[src/rtl/urx_pkg.sv]
package urx_pkg;

  localparam int DATA_W = 8;

  typedef enum logic [2:0] {
    RX_IDLE,
    RX_START,
    RX_DATA,
    RX_PAR,
    RX_STOP
  } rx_phase_e;

  typedef struct packed {
    logic              push;
    logic              fer;
    logic              per;
    logic [DATA_W-1:0] data;
  } rx_evt_t;

endpackage

[src/rtl/urx_rst_sync.sv]
module urx_rst_sync #(
  parameter int STAGES = 2
) (
  input  logic clk,
  input  logic arst_n,
  output logic srst_n
);
  logic [STAGES-1:0] chain_q;

  always_ff @(posedge clk or negedge arst_n) begin
    if (!arst_n) chain_q <= '0;
    else         chain_q <= {chain_q[STAGES-2:0], 1'b1};
  end

  assign srst_n = chain_q[STAGES-1];
endmodule

[src/rtl/urx_sync.sv]
module urx_sync #(
  parameter int STAGES = 2
) (
  input  logic clk,
  input  logic rst_n,
  input  logic din,
  output logic dout
);
  logic [STAGES-1:0] stage_q;

  generate
    for (genvar i = 0; i < STAGES; i++) begin : g_stage
      if (i == 0) begin : g_first
        always_ff @(posedge clk or negedge rst_n) begin
          if (!rst_n) stage_q[i] <= 1'b1;
          else        stage_q[i] <= din;
        end
      end else begin : g_next
        always_ff @(posedge clk or negedge rst_n) begin
          if (!rst_n) stage_q[i] <= 1'b1;
          else        stage_q[i] <= stage_q[i-1];
        end
      end
    end
  endgenerate

  assign dout = stage_q[STAGES-1];
endmodule

[src/rtl/urx_frame.sv]
module urx_frame
  import urx_pkg::*;
#(
  parameter int OSR = 16
) (
  input  logic    clk,
  input  logic    rst_n,
  input  logic    tick,
  input  logic    rx_s,
  input  logic    par_en,
  input  logic    par_odd,
  output rx_evt_t evt,
  output logic    brk
);
  localparam int PH_W  = $clog2(OSR);
  localparam int HI_W  = $clog2(OSR + 1);
  localparam int BIT_W = $clog2(DATA_W);

  rx_phase_e         st_q, st_n;
  logic [PH_W-1:0]   ph_q, ph_n;
  logic [BIT_W-1:0]  bit_q, bit_n;
  logic [DATA_W-1:0] sh_q, sh_n;
  logic              pacc_q, pacc_n;
  logic              pbit_q, pbit_n;
  logic              pbad_q, pbad_n;
  logic              last_q, last_n;
  logic              brk_q, brk_n;
  logic [HI_W-1:0]   hi_q, hi_n;
  rx_evt_t           evt_q, evt_n;
  logic              centre;
  logic              is_break;

  assign centre   = (ph_q == PH_W'(OSR/2 - 1));
  assign is_break = !rx_s && (sh_q == '0) && (!par_en || !pbit_q);

  always_comb begin
    st_n   = st_q;
    ph_n   = ph_q;
    bit_n  = bit_q;
    sh_n   = sh_q;
    pacc_n = pacc_q;
    pbit_n = pbit_q;
    pbad_n = pbad_q;
    last_n = last_q;
    brk_n  = brk_q;
    hi_n   = hi_q;
    evt_n  = '0;
    if (tick) begin
      last_n = rx_s;
      if (rx_s) begin
        if (hi_q != HI_W'(OSR)) hi_n = hi_q + HI_W'(1);
      end else begin
        hi_n = '0;
      end
      if (brk_q && rx_s && (hi_q == HI_W'(OSR - 1))) brk_n = 1'b0;
      if (st_q == RX_IDLE) begin
        if (last_q && !rx_s) begin
          st_n = RX_START;
          ph_n = '0;
        end
      end else begin
        ph_n = ph_q + PH_W'(1);
        if (centre) begin
          unique case (st_q)
            RX_START: begin
              if (rx_s) begin
                st_n = RX_IDLE;
              end else begin
                st_n   = RX_DATA;
                bit_n  = '0;
                pacc_n = 1'b0;
                pbit_n = 1'b0;
              end
            end
            RX_DATA: begin
              sh_n   = {rx_s, sh_q[DATA_W-1:1]};
              pacc_n = pacc_q ^ rx_s;
              bit_n  = bit_q + BIT_W'(1);
              if (bit_q == BIT_W'(DATA_W - 1)) st_n = par_en ? RX_PAR : RX_STOP;
            end
            RX_PAR: begin
              pbit_n = rx_s;
              pbad_n = rx_s ^ pacc_q ^ par_odd;
              st_n   = RX_STOP;
            end
            RX_STOP: begin
              st_n       = RX_IDLE;
              evt_n.fer  = !rx_s;
              evt_n.per  = par_en && pbad_q;
              evt_n.push = !brk_q && !is_break;
              evt_n.data = sh_q;
              if (is_break) brk_n = 1'b1;
            end
            default: st_n = RX_IDLE;
          endcase
        end
      end
    end
  end

  always_ff @(posedge clk or negedge rst_n) begin
    if (!rst_n) begin
      st_q   <= RX_IDLE;
      ph_q   <= '0;
      bit_q  <= '0;
      sh_q   <= '0;
      pacc_q <= 1'b0;
      pbit_q <= 1'b0;
      pbad_q <= 1'b0;
      last_q <= 1'b1;
      brk_q  <= 1'b0;
      hi_q   <= '0;
      evt_q  <= '0;
    end else begin
      st_q   <= st_n;
      ph_q   <= ph_n;
      bit_q  <= bit_n;
      sh_q   <= sh_n;
      pacc_q <= pacc_n;
      pbit_q <= pbit_n;
      pbad_q <= pbad_n;
      last_q <= last_n;
      brk_q  <= brk_n;
      hi_q   <= hi_n;
      evt_q  <= evt_n;
    end
  end

  assign evt = evt_q;
  assign brk = brk_q;
endmodule

[src/rtl/urx_fifo.sv]
module urx_fifo #(
  parameter int DW    = 8,
  parameter int DEPTH = 16
) (
  input  logic                       clk,
  input  logic                       rst_n,
  input  logic                       push,
  input  logic [DW-1:0]              push_data,
  input  logic                       pop_req,
  output logic [DW-1:0]              head,
  output logic [$clog2(DEPTH+1)-1:0] count,
  output logic                       drop
);
  localparam int AW = $clog2(DEPTH);
  localparam int CW = $clog2(DEPTH + 1);

  logic [DW-1:0] mem [DEPTH];
  logic [AW-1:0] wptr_q, wptr_n;
  logic [AW-1:0] rptr_q, rptr_n;
  logic [CW-1:0] cnt_q, cnt_n;
  logic          pop, accept;

  assign pop    = pop_req && (cnt_q != '0);
  assign accept = push && ((cnt_q != CW'(DEPTH)) || pop);
  assign drop   = push && !accept;

  always_comb begin
    wptr_n = wptr_q;
    rptr_n = rptr_q;
    cnt_n  = cnt_q;
    if (accept) wptr_n = wptr_q + AW'(1);
    if (pop)    rptr_n = rptr_q + AW'(1);
    if (accept && !pop)      cnt_n = cnt_q + CW'(1);
    else if (pop && !accept) cnt_n = cnt_q - CW'(1);
  end

  always_ff @(posedge clk or negedge rst_n) begin
    if (!rst_n) begin
      wptr_q <= '0;
      rptr_q <= '0;
      cnt_q  <= '0;
    end else begin
      wptr_q <= wptr_n;
      rptr_q <= rptr_n;
      cnt_q  <= cnt_n;
    end
  end

  always_ff @(posedge clk) begin
    if (accept) mem[wptr_q] <= push_data;
  end

  assign head  = mem[rptr_q];
  assign count = cnt_q;
endmodule

[src/rtl/uart_rx_trig.sv]
module uart_rx_trig
  import urx_pkg::*;
#(
  parameter int DEPTH       = 16,
  parameter int OSR         = 16,
  parameter int CNT_OUT_W   = 8,
  parameter int SYNC_STAGES = 2
) (
  input  logic                 clk,
  input  logic                 rst_n,
  input  logic                 tick16,
  input  logic                 rx_in,
  input  logic                 par_en,
  input  logic                 par_odd,
  input  logic [CNT_OUT_W-1:0] trig_lvl,
  input  logic                 rd_en,
  output logic [DATA_W-1:0]    rd_data,
  output logic [CNT_OUT_W-1:0] rx_count,
  input  logic                 full_clr,
  output logic                 full_flag,
  input  logic                 err_clr,
  output logic                 fer_flag,
  output logic                 per_flag,
  output logic                 ovr_flag,
  output logic                 brk_active,
  output logic                 rx_pin
);
  localparam int CW = $clog2(DEPTH + 1);

  logic          srst_n;
  logic          rx_s;
  rx_evt_t       evt;
  logic          brk;
  logic [CW-1:0] fifo_cnt;
  logic          drop;
  logic          full_q, full_n;
  logic          fer_q, fer_n;
  logic          per_q, per_n;
  logic          ovr_q, ovr_n;

  urx_rst_sync #(.STAGES(2)) u_rst (
    .clk    (clk),
    .arst_n (rst_n),
    .srst_n (srst_n)
  );

  urx_sync #(.STAGES(SYNC_STAGES)) u_sync (
    .clk   (clk),
    .rst_n (srst_n),
    .din   (rx_in),
    .dout  (rx_s)
  );

  urx_frame #(.OSR(OSR)) u_frame (
    .clk     (clk),
    .rst_n   (srst_n),
    .tick    (tick16),
    .rx_s    (rx_s),
    .par_en  (par_en),
    .par_odd (par_odd),
    .evt     (evt),
    .brk     (brk)
  );

  urx_fifo #(.DW(DATA_W), .DEPTH(DEPTH)) u_fifo (
    .clk       (clk),
    .rst_n     (srst_n),
    .push      (evt.push),
    .push_data (evt.data),
    .pop_req   (rd_en),
    .head      (rd_data),
    .count     (fifo_cnt),
    .drop      (drop)
  );

  always_comb begin
    full_n = (CNT_OUT_W'(fifo_cnt) >= trig_lvl) || (full_q && !full_clr);
    fer_n  = evt.fer || (fer_q && !err_clr);
    per_n  = evt.per || (per_q && !err_clr);
    ovr_n  = drop    || (ovr_q && !err_clr);
  end

  always_ff @(posedge clk or negedge srst_n) begin
    if (!srst_n) begin
      full_q <= 1'b0;
      fer_q  <= 1'b0;
      per_q  <= 1'b0;
      ovr_q  <= 1'b0;
    end else begin
      full_q <= full_n;
      fer_q  <= fer_n;
      per_q  <= per_n;
      ovr_q  <= ovr_n;
    end
  end

  assign rx_count   = CNT_OUT_W'(fifo_cnt);
  assign full_flag  = full_q;
  assign fer_flag   = fer_q;
  assign per_flag   = per_q;
  assign ovr_flag   = ovr_q;
  assign brk_active = brk;
  assign rx_pin     = rx_s;
endmodule

[config.mk]
export PLATFORM = sky130hd
export DESIGN_NAME = uart_rx_trig
export DESIGN_NICKNAME = d
export VERILOG_FILES = /design/src/rtl/urx_pkg.sv /design/src/rtl/urx_rst_sync.sv /design/src/rtl/urx_sync.sv /design/src/rtl/urx_frame.sv /design/src/rtl/urx_fifo.sv /design/src/rtl/uart_rx_trig.sv
export SDC_FILE = /design/constraint.sdc
export NUM_CORES = 1
export LEC_CHECK = 0
export ABC_CLOCK_PERIOD_IN_PS = 1970
export BUFFER_PORTS_ARGS = -buffer_cell sky130_fd_sc_hd__buf_2
export CORE_MARGIN = 2
export CORE_UTILIZATION = 35
export DETAILED_ROUTE_END_ITERATION = 10
export REMOVE_ABC_BUFFERS = 1
export SYNTH_ARGS = -nofsm -noshare
export SYNTH_HDL_FRONTEND = slang
export SYNTH_SLANG_ARGS = --single-unit
[constraint.sdc]
create_clock -name clk -period 1.97 [get_ports clk]
set_input_delay 0.2955 -clock clk [delete_from_list [all_inputs] [get_ports clk]]
set_output_delay 0.2955 -clock clk [all_outputs]
set_load 0.05 [all_outputs]
==> impl_summary.txt, run 1 <==
----------------------------------------------------
[Status]
  Result of the run ... complete, but fails checks
  Failing checks ... setup timing

[Pwr]
  Leak pwr ... 3.61 nW
  Worst ir drop on vdd ... 0.900 mV
  Total power density per cell area ... 1300 mW/mm^2

[Global routing]
  Initial antenna violation count ... 0
  Global-route congestion overflow total ... 0
  Maximum number of pins on one net before global-route repair ... 36
  Vias in the first global route ... 4,564
  First-pass GRT wire length ... 24,900 um
  Total routing resource utilization after global routing ... 0.137

[Synth]
  Syn Area/Cell ... 15.9 um^2
  Most frequently used cell type in the post-synthesis netlist ... edfxtp_1
  Netlist cell types ... 59
  Number of flops mapped to enable cells by yosys ... 128
  Area share of the largest cell type after synthesis ... 0.491
  Gate count of the mapped netlist ... 491
  Largest cells by area after synthesis ... edfxtp_1 (49%), dfrtp_1 (18%), mux4_2 (9.2%)
  Proportion of register bits with asynchronous set or reset after synthesis ... 0.319
  Number of warnings issued by yosys ... 0
  Synth area leader ... edfxtp_1
  Most frequent cells after synthesis ... edfxtp_1 (128), dfrtp_1 (57), mux4_2 (32), nand2_1 (31), inv_1 (24)
  Cell area after synthesis ... 0.00783 mm^2
  Prevailing post-synth register cell ... edfxtp_1
  Total of flip-flops plus latches after synthesis ... 188
  Sequential element share of the synthesized area ... 0.683

[STA]
  Final setup fails ... 61
  Total negative slack for setup checks ... -5960 ps
  Final worst slack ... -539 ps
  Period Utilization, post-route ... 1.27
  Final Hold Violating Endpoints ... 0
  Total count of max-transition violations in the final report ... 0
  Maximum clock skew at final layout ... 11.7 ps
  Maximum clock rate ... 0.399 GHz
  RSZ-0062 raised after global routing ... yes
  Post-layout minimum cycle time ... 2510 ps
  Rel. slew slack ... 0.525
  Slew of the pin with the lowest slew margin ... 712 ps

[Floorplan]
  Number of placement rows ... 54
  Full die area ... 0.0236 mm^2
  Die outline width ... 154 um
  Placeable core area ... 0.0219 mm^2
  Die span in y ... 154 um
  Number of primary I/O pins ... 39
  Effective utilization at floorplan ... 0.358

[Critical path]
  Cell repeated most along the worst path ... ha_4
  CP max FO ... 3
  Crit path max-delay cell type ... or4_4
  Critical path cell sequence ... or4_4 > or2_4 > and2_4 > ha_4 > inv_4 > ha_4 > nor2b_4 > o21a_4 > o2111ai_2 > o311ai_1
  Critical Path Max Stage Delay ... 540 ps
  Startpoint type of the worst setup path ... flip-flop
  Flop-to-flop setup slack ... -540 ps
  Arrival time at the worst endpoint ... 2810 ps
  Category of the critical setup timing path ... reg2reg
  Data required, critical path ... 2270 ps
  Kind of end point of the critical path ... flip-flop

[Detailed routing]
  Wire length reported by the detailed router ... 15,500 um
  Vias ... 4,373
  Average routed wire per standard cell ... 17.8 um
  Number of DRC markers in iteration 0 ... 210
  Detailed-routing iteration count for the pre-antenna-repair pass ... 4
  DRC violations left ... 0
  Routed vias/inst ... 5.03
  Antenna Violating Nets Remaining ... 0

[Layout]
  Area added between synthesis and finish ... 23.3%
  Number of nets at the end of the flow ... 615
  Share of cells above drive strength 1 ... 0.364
  Filler instances ... 1,942
  Antenna diodes ... 0
  Final instance area ... 0.00966 mm^2

[Worst hold path]
  Worst hold path class ... in2async

[Clock network]
  Latest clock arrival within the worst-skew pair ... 430 ps
  Total number of clock tree sinks ... 188
  Number of buffers inserted during clock tree synthesis ... 17
  Maximum buffer depth of the clock tree ... 2
  Clock Pin Slew Worst Setup and Hold Paths ... 60 ps
  H-tree lvl count ... 4
  CTS Root Cell ... clkbuf_16
  Clock tree from TritonCTS ... done

[Placed design]
  Detailed Place HPWL ... 10,200 um
  Routability cong. ... 0.808
  Number of input and output port buffers inserted ... 35
  Placed cell area ... 0.00866 mm^2

[Run]
  Count of maximum capacitance violations ... 0

----------------------------------------------------
## cell families (layout without fill, tap and decap cells)
family | count (synthesis) | after routing | share of synthesized area
adders and majority gates | 21 | 21 | 0.0345
muxes | 41 | 41 | 0.105
xor gates and xnor gates | 11 | 11 | 0.0133
and+or+nand+nor | 112 | 112 | 0.0745
other | 2 | 4 | 0.000959
DFF | 188 | 188 | 0.683
AOI/OAI and AO/OA | 70 | 70 | 0.0639
buffers and inverters | 46 | 143 | 0.0251
## layer usage
metal	wire length (um)	vias up	track usage	part of all wire
met3	539	12	0.0333	0.035
met2	7590	76	0.220	0.49
li1	-	2045	-	-
met4	120	0	0.0328	0.0078
met5	0	-	0	0
met1	7220	2240	0.189	0.47
## where the power goes
part | switching, mW | internal, mW | leakage [nW]
Clock | 1.51 | 1.81 | 0.287
Combinational | 2.52 | 2.03 | 1.44
Sequential | 0.302 | 4.41 | 1.88
Total | 4.33 | 8.26 | 3.61
## final cells by class
| type | count | area (um^2) | share of cell area |
|---|---|---|---|
| Clock buffer | 22 | 487 | 0.0504 |
| Clock inverter | 10 | 96.3 | 0.00998 |
| Inverter | 24 | 92.6 | 0.00959 |
| Multi-Input combinational cell | 259 | 2540 | 0.264 |
| Sequential cell | 188 | 5350 | 0.554 |
| Tap cell | 280 | 350 | 0.0363 |
| Timing Repair Buffer | 87 | 736 | 0.0762 |
## cells in the final DEF, fill, tap and decap left out, types with 4 or more instances in the layout
cell type / count
and3_1: 4
nor3_1: 4
nand4_1: 4
and2_1: 10
conb_1: 4
inv_1: 22
nor2_2: 6
nand3_1: 13
mux4_2: 32
nand2_1: 27
a21o_1: 5
a22o_1: 7
a22oi_2: 14
nor2b_1: 4
nor2_4: 6
buf_2: 27
ha_1: 17
a21oi_1: 4
dfrtp_1: 55
mux2_2: 8
edfxtp_1: 128
buf_4: 39
buf_12: 8
o21ai_0: 14
clkbuf_16: 19
nor2_1: 8
xnor2_1: 7
buf_6: 10
## per-stage QoR
| step | hold WS, ps | worst slack, ps | power, mW | utilization | instances |
|---|---|---|---|---|---|
| global placement | 79.4 | -775 | 8.51 | 0.396 | 826 |
| finish | 168 | -539 | 12.6 | 0.441 | 870 |
| global route | 169 | -614 | 13.2 | 0.441 | 870 |
| detailed placement | 81.5 | -837 | 8.64 | 0.396 | 826 |
| floorplan | -0.0911 | -1070 | 7.33 | - | 471 |
| CTS | 150 | -540 | 12.5 | 0.436 | 866 |
## flip-flops by register name (all words and copies together) (netlist names)
signal          flops
u_frame.sh_q        8
u_frame.evt        11
u_sync.stage_q      1
u_fifo.count        5
u_frame.last_q      1
u_frame.brk         1
u_frame.hi_q        5
full_flag           1
ovr_flag            1
u_frame.bit_q       3
u_fifo.rptr_q       4
u_frame.st_q        3
u_sync.dout         1
u_fifo.wptr_q       4
fer_flag            1
u_fifo.mem        128
per_flag            1
u_rst.chain_q       2
u_frame.pacc_q      1
u_frame.ph_q        4
u_frame.pbit_q      1
u_frame.pbad_q      1
## critical path, delay by kind of cell, from the launching register on
family | cells | cell delay (ps)
simple gates | 4 | 1070
flops | 1 | 380
buf+inv | 1 | 70
compound gates | 3 | 500
fa+ha+maj | 2 | 370
## what timing repair did
action | CTS | global route
resized for setup | 70 | 14
hold endpoints to repair | 3 | 0
gates cloned | 0 | 0
pin swaps | 12 | 13
setup endpoints to repair | 125 | 84
hold buffers | 2 | 0
setup buffers | 9 | 5
## final timing paths
path | cells after the start | start | end
max | 10 | u_fifo.count[1] | u_fifo.count[4]
min | 2 | rst_n | u_rst.chain_q[1]
max reg2reg | 10 | u_fifo.count[1] | u_fifo.count[4]
min reg2reg | 0 | u_rst.chain_q[1] | full_flag
max in group asynchronous | 1 | u_rst.chain_q[1] | u_frame.evt[9]
min in group clk | 4 | trig_lvl[5] | full_flag
(Power assumes the default switching activity.)
==> run 2, diff against run 1 <==
--- a/config.mk
+++ b/config.mk
@@ -5,11 +5,11 @@
 export SDC_FILE = /design/constraint.sdc
 export NUM_CORES = 1
 export LEC_CHECK = 0
-export ABC_CLOCK_PERIOD_IN_PS = 1970
-export BUFFER_PORTS_ARGS = -buffer_cell sky130_fd_sc_hd__buf_2
+export ABC_CLOCK_PERIOD_IN_PS = 3100
 export CORE_MARGIN = 2
 export CORE_UTILIZATION = 35
 export DETAILED_ROUTE_END_ITERATION = 10
+export DONT_BUFFER_PORTS = 1
 export REMOVE_ABC_BUFFERS = 1
 export SYNTH_ARGS = -nofsm -noshare
 export SYNTH_HDL_FRONTEND = slang
==> constraint.sdc (replaced) <==
create_clock -name clk -period 3.1 [get_ports clk]
set_input_delay 0.465 -clock clk [delete_from_list [all_inputs] [get_ports clk]]
set_output_delay 0.465 -clock clk [all_outputs]
set_load 0.05 [all_outputs]
==> run 2 against run 1 <==
Effect of this change:
- the flow now finishes without violations
- via count decreased by 4.5%
- combinational power decreased by 54%
- highest routed layer unchanged
- critical path depth decreased by 1
- sequential share of layout area increased by 4.9 points
- maximum frequency decreased by 15%
- critical path type unchanged
- flip-flop and latch count unchanged
- sequential power decreased by 36%
- clock power decreased by 34%
==> impl_summary.txt, run 2 (synthesis results as in run 1) <==
----------------------------------------------------
[Critical path]
  Worst setup path startpoint ... u_fifo.count[1]
  Reg-to-reg endpoint ... u_fifo.count[4]
  Startpoint type of the worst setup path ... flip-flop
  Reg2Reg Depth ... 9
  Source of the worst register-to-register timing path ... u_fifo.count[1]
  Kind of end point of the critical path ... flip-flop
  Arrival time at the worst endpoint ... 3210 ps
  Category of the critical setup timing path ... reg2reg
  Data required, critical path ... 3370 ps
  CP max FO ... 6
  Flop-to-flop setup slack ... 160 ps

[STA]
  Total negative slack for setup checks ... 0 ps
  Maximum clock skew at final layout ... 8.31 ps
  Final Hold Violating Endpoints ... 0
  Maximum clock rate ... 0.341 GHz
  Post-layout minimum cycle time ... 2940 ps
  Rel. slew slack ... 0.322
  Final setup fails ... 0
  Total count of max-transition violations in the final report ... 0
  Slew of the pin with the lowest slew margin ... 1020 ps
  Period Utilization, post-route ... 0.947
  RSZ-0062 raised after global routing ... no
  Worst hold margin ... 37.2 ps

[Clock network]
  Number of buffers inserted during clock tree synthesis ... 17
  Clock tree from TritonCTS ... done
  Clock Pin Slew Worst Setup and Hold Paths ... 70 ps
  Latest clock arrival within the worst-skew pair ... 420 ps
  Post CTS Setup Buffer Count ... 0
  H-tree lvl count ... 4
  Total number of clock tree sinks ... 188
  Maximum buffer depth of the clock tree ... 2
  CTS Root Cell ... clkbuf_16

[Layout]
  Leading cell type in the layout, fill and taps excluded ... edfxtp_1
  Top library cells by usage in the layout, fill and taps aside ... edfxtp_1 (128), dfrtp_1 (55), mux4_2 (32)
  Area occupied by registers ... 0.00535 mm^2
  Filler instances ... 2,006
  Area of the multi-input gates ... 0.00229 mm^2
  Cell Count, Final, Fillers Out ... 804
  Largest register FFs ... 128
  Area added between synthesis and finish ... 13.2%
  Final core utilization ... 0.405
  Share of cells above drive strength 1 ... 0.202
  Top register by number of flip-flops ... u_fifo.mem
  Antenna diodes ... 0
  Number of nets at the end of the flow ... 549

[Detailed routing]
  DRC violations left ... 0
  Routed vias/inst ... 5.20
  Detailed-routing iteration count for the pre-antenna-repair pass ... 4
  Vias ... 4,178
  Number of DRC markers in iteration 0 ... 276
  Antenna Violating Nets Remaining ... 0
  Average routed wire per standard cell ... 19.0 um
  Wire length reported by the detailed router ... 15,300 um

[Placed design]
  Dpl cells ... 771
  Routability cong. ... 0.819
  Number of input and output port buffers inserted ... 0
  Detailed Place HPWL ... 10,100 um

[Pwr]
  Leak pwr ... 3.24 nW
  Total power density per cell area ... 827 mW/mm^2
  Total power consumption of the routed design ... 7.33 mW
  Worst ir drop on vdd ... 0.435 mV

[Global routing]
  Total routing resource utilization after global routing ... 0.134
  Global-route congestion overflow total ... 0
  Top Usage Layer GRT ... met2
  Initial antenna violation count ... 0
  First-pass GRT wire length ... 24,200 um
  GR met2 Demand/Resource ... 0.215
  Vias in the first global route ... 4,401
  Met1 Usage GRT ... 0.180
  Maximum number of pins on one net before global-route repair ... 49
  Met3 global-route usage ... 0.0395

[Floorplan]
  Number of primary I/O pins ... 39
  Effective utilization at floorplan ... 0.358
  Die outline width ... 154 um
  Number of placement rows ... 54
  Full die area ... 0.0236 mm^2
  Placeable core area ... 0.0219 mm^2
  Die span in y ... 154 um

[Worst hold path]
  Hold worst-path end ... u_sync.stage_q[0]
  Worst hold path class ... in2reg
  Number of stages on the worst hold path ... 0
  Worst hold start ... rx_in

[Status]
  Result of the run ... completed

[Run]
  Count of maximum capacitance violations ... 0

----------------------------------------------------
## run 2: cell types whose count changed in the layout (fill, tap and decap cells not counted), moves of 7 or more
cell / previous run / this run
buf_2: 27 / 0
buf_4: 39 / 19
a22oi_1: 2 / 16
a22oi_2: 14 / 0
nor2_1: 8 / 20
buf_6: 10 / 0
buf_12: 8 / 1
## run 2: repair_timing
item	CTS	global route
setup endpoints to repair	0	1
hold endpoints to repair	2	0
gates resized for setup	0	1
hold buffers	1	0
## run 2: per-layer routing
| metal | routed length (um) | vias to the layer above |
|---|---|---|
| li1 | - | 1910 |
| met1 | 6980 | 2164 |
| met2 | 7320 | 95 |
| met3 | 856 | 9 |
| met4 | 110 | 0 |
| met5 | 0 | - |
## run 2: critical path: stages (launching register included)
cell and delay, ps:
dfrtp_1 380, or4_4 540, or2_4 290, and2_4 180, ha_1 290, fa_1 440
nor2b_1 220, o2111ai_1 160, o2111ai_1 140, o311ai_0 150
## run 2: final cells by class
cell class | count | share of cell area
Clock inverter | 15 | 0.0206
Clock buffer | 17 | 0.0480
Timing Repair Buffer | 21 | 0.0195
Sequential cell | 188 | 0.604
Multi-Input combinational cell | 259 | 0.259
Inverter | 24 | 0.0102
Tap cell | 280 | 0.0395
## run 2: worst max-delay path by stage
stage                            to  slack [ps]  cells past startpoint
CTS                 u_fifo.count[4]         130                     10
finish              u_fifo.count[4]         160                      9
global placement    u_fifo.count[4]         260                     10
global route        u_fifo.count[4]          40                     10
floorplan                rd_data[0]          60                      3
detailed placement  u_fifo.count[4]         150                     10
## run 2: through the flow
stage	setup slack (ps)	instance area (um^2)
floorplan	59.7	7730
global placement	258	8250
detailed placement	152	8250
CTS	126	8870
global route	44.4	8870
finish	163	8870
## run 2: where the power goes
part	leakage, nW	switching [mW]	internal, mW
Sequential	1.88	0.216	2.80
Combinational	1.08	1.37	0.741
Clock	0.286	0.981	1.22
Total	3.24	2.57	4.76
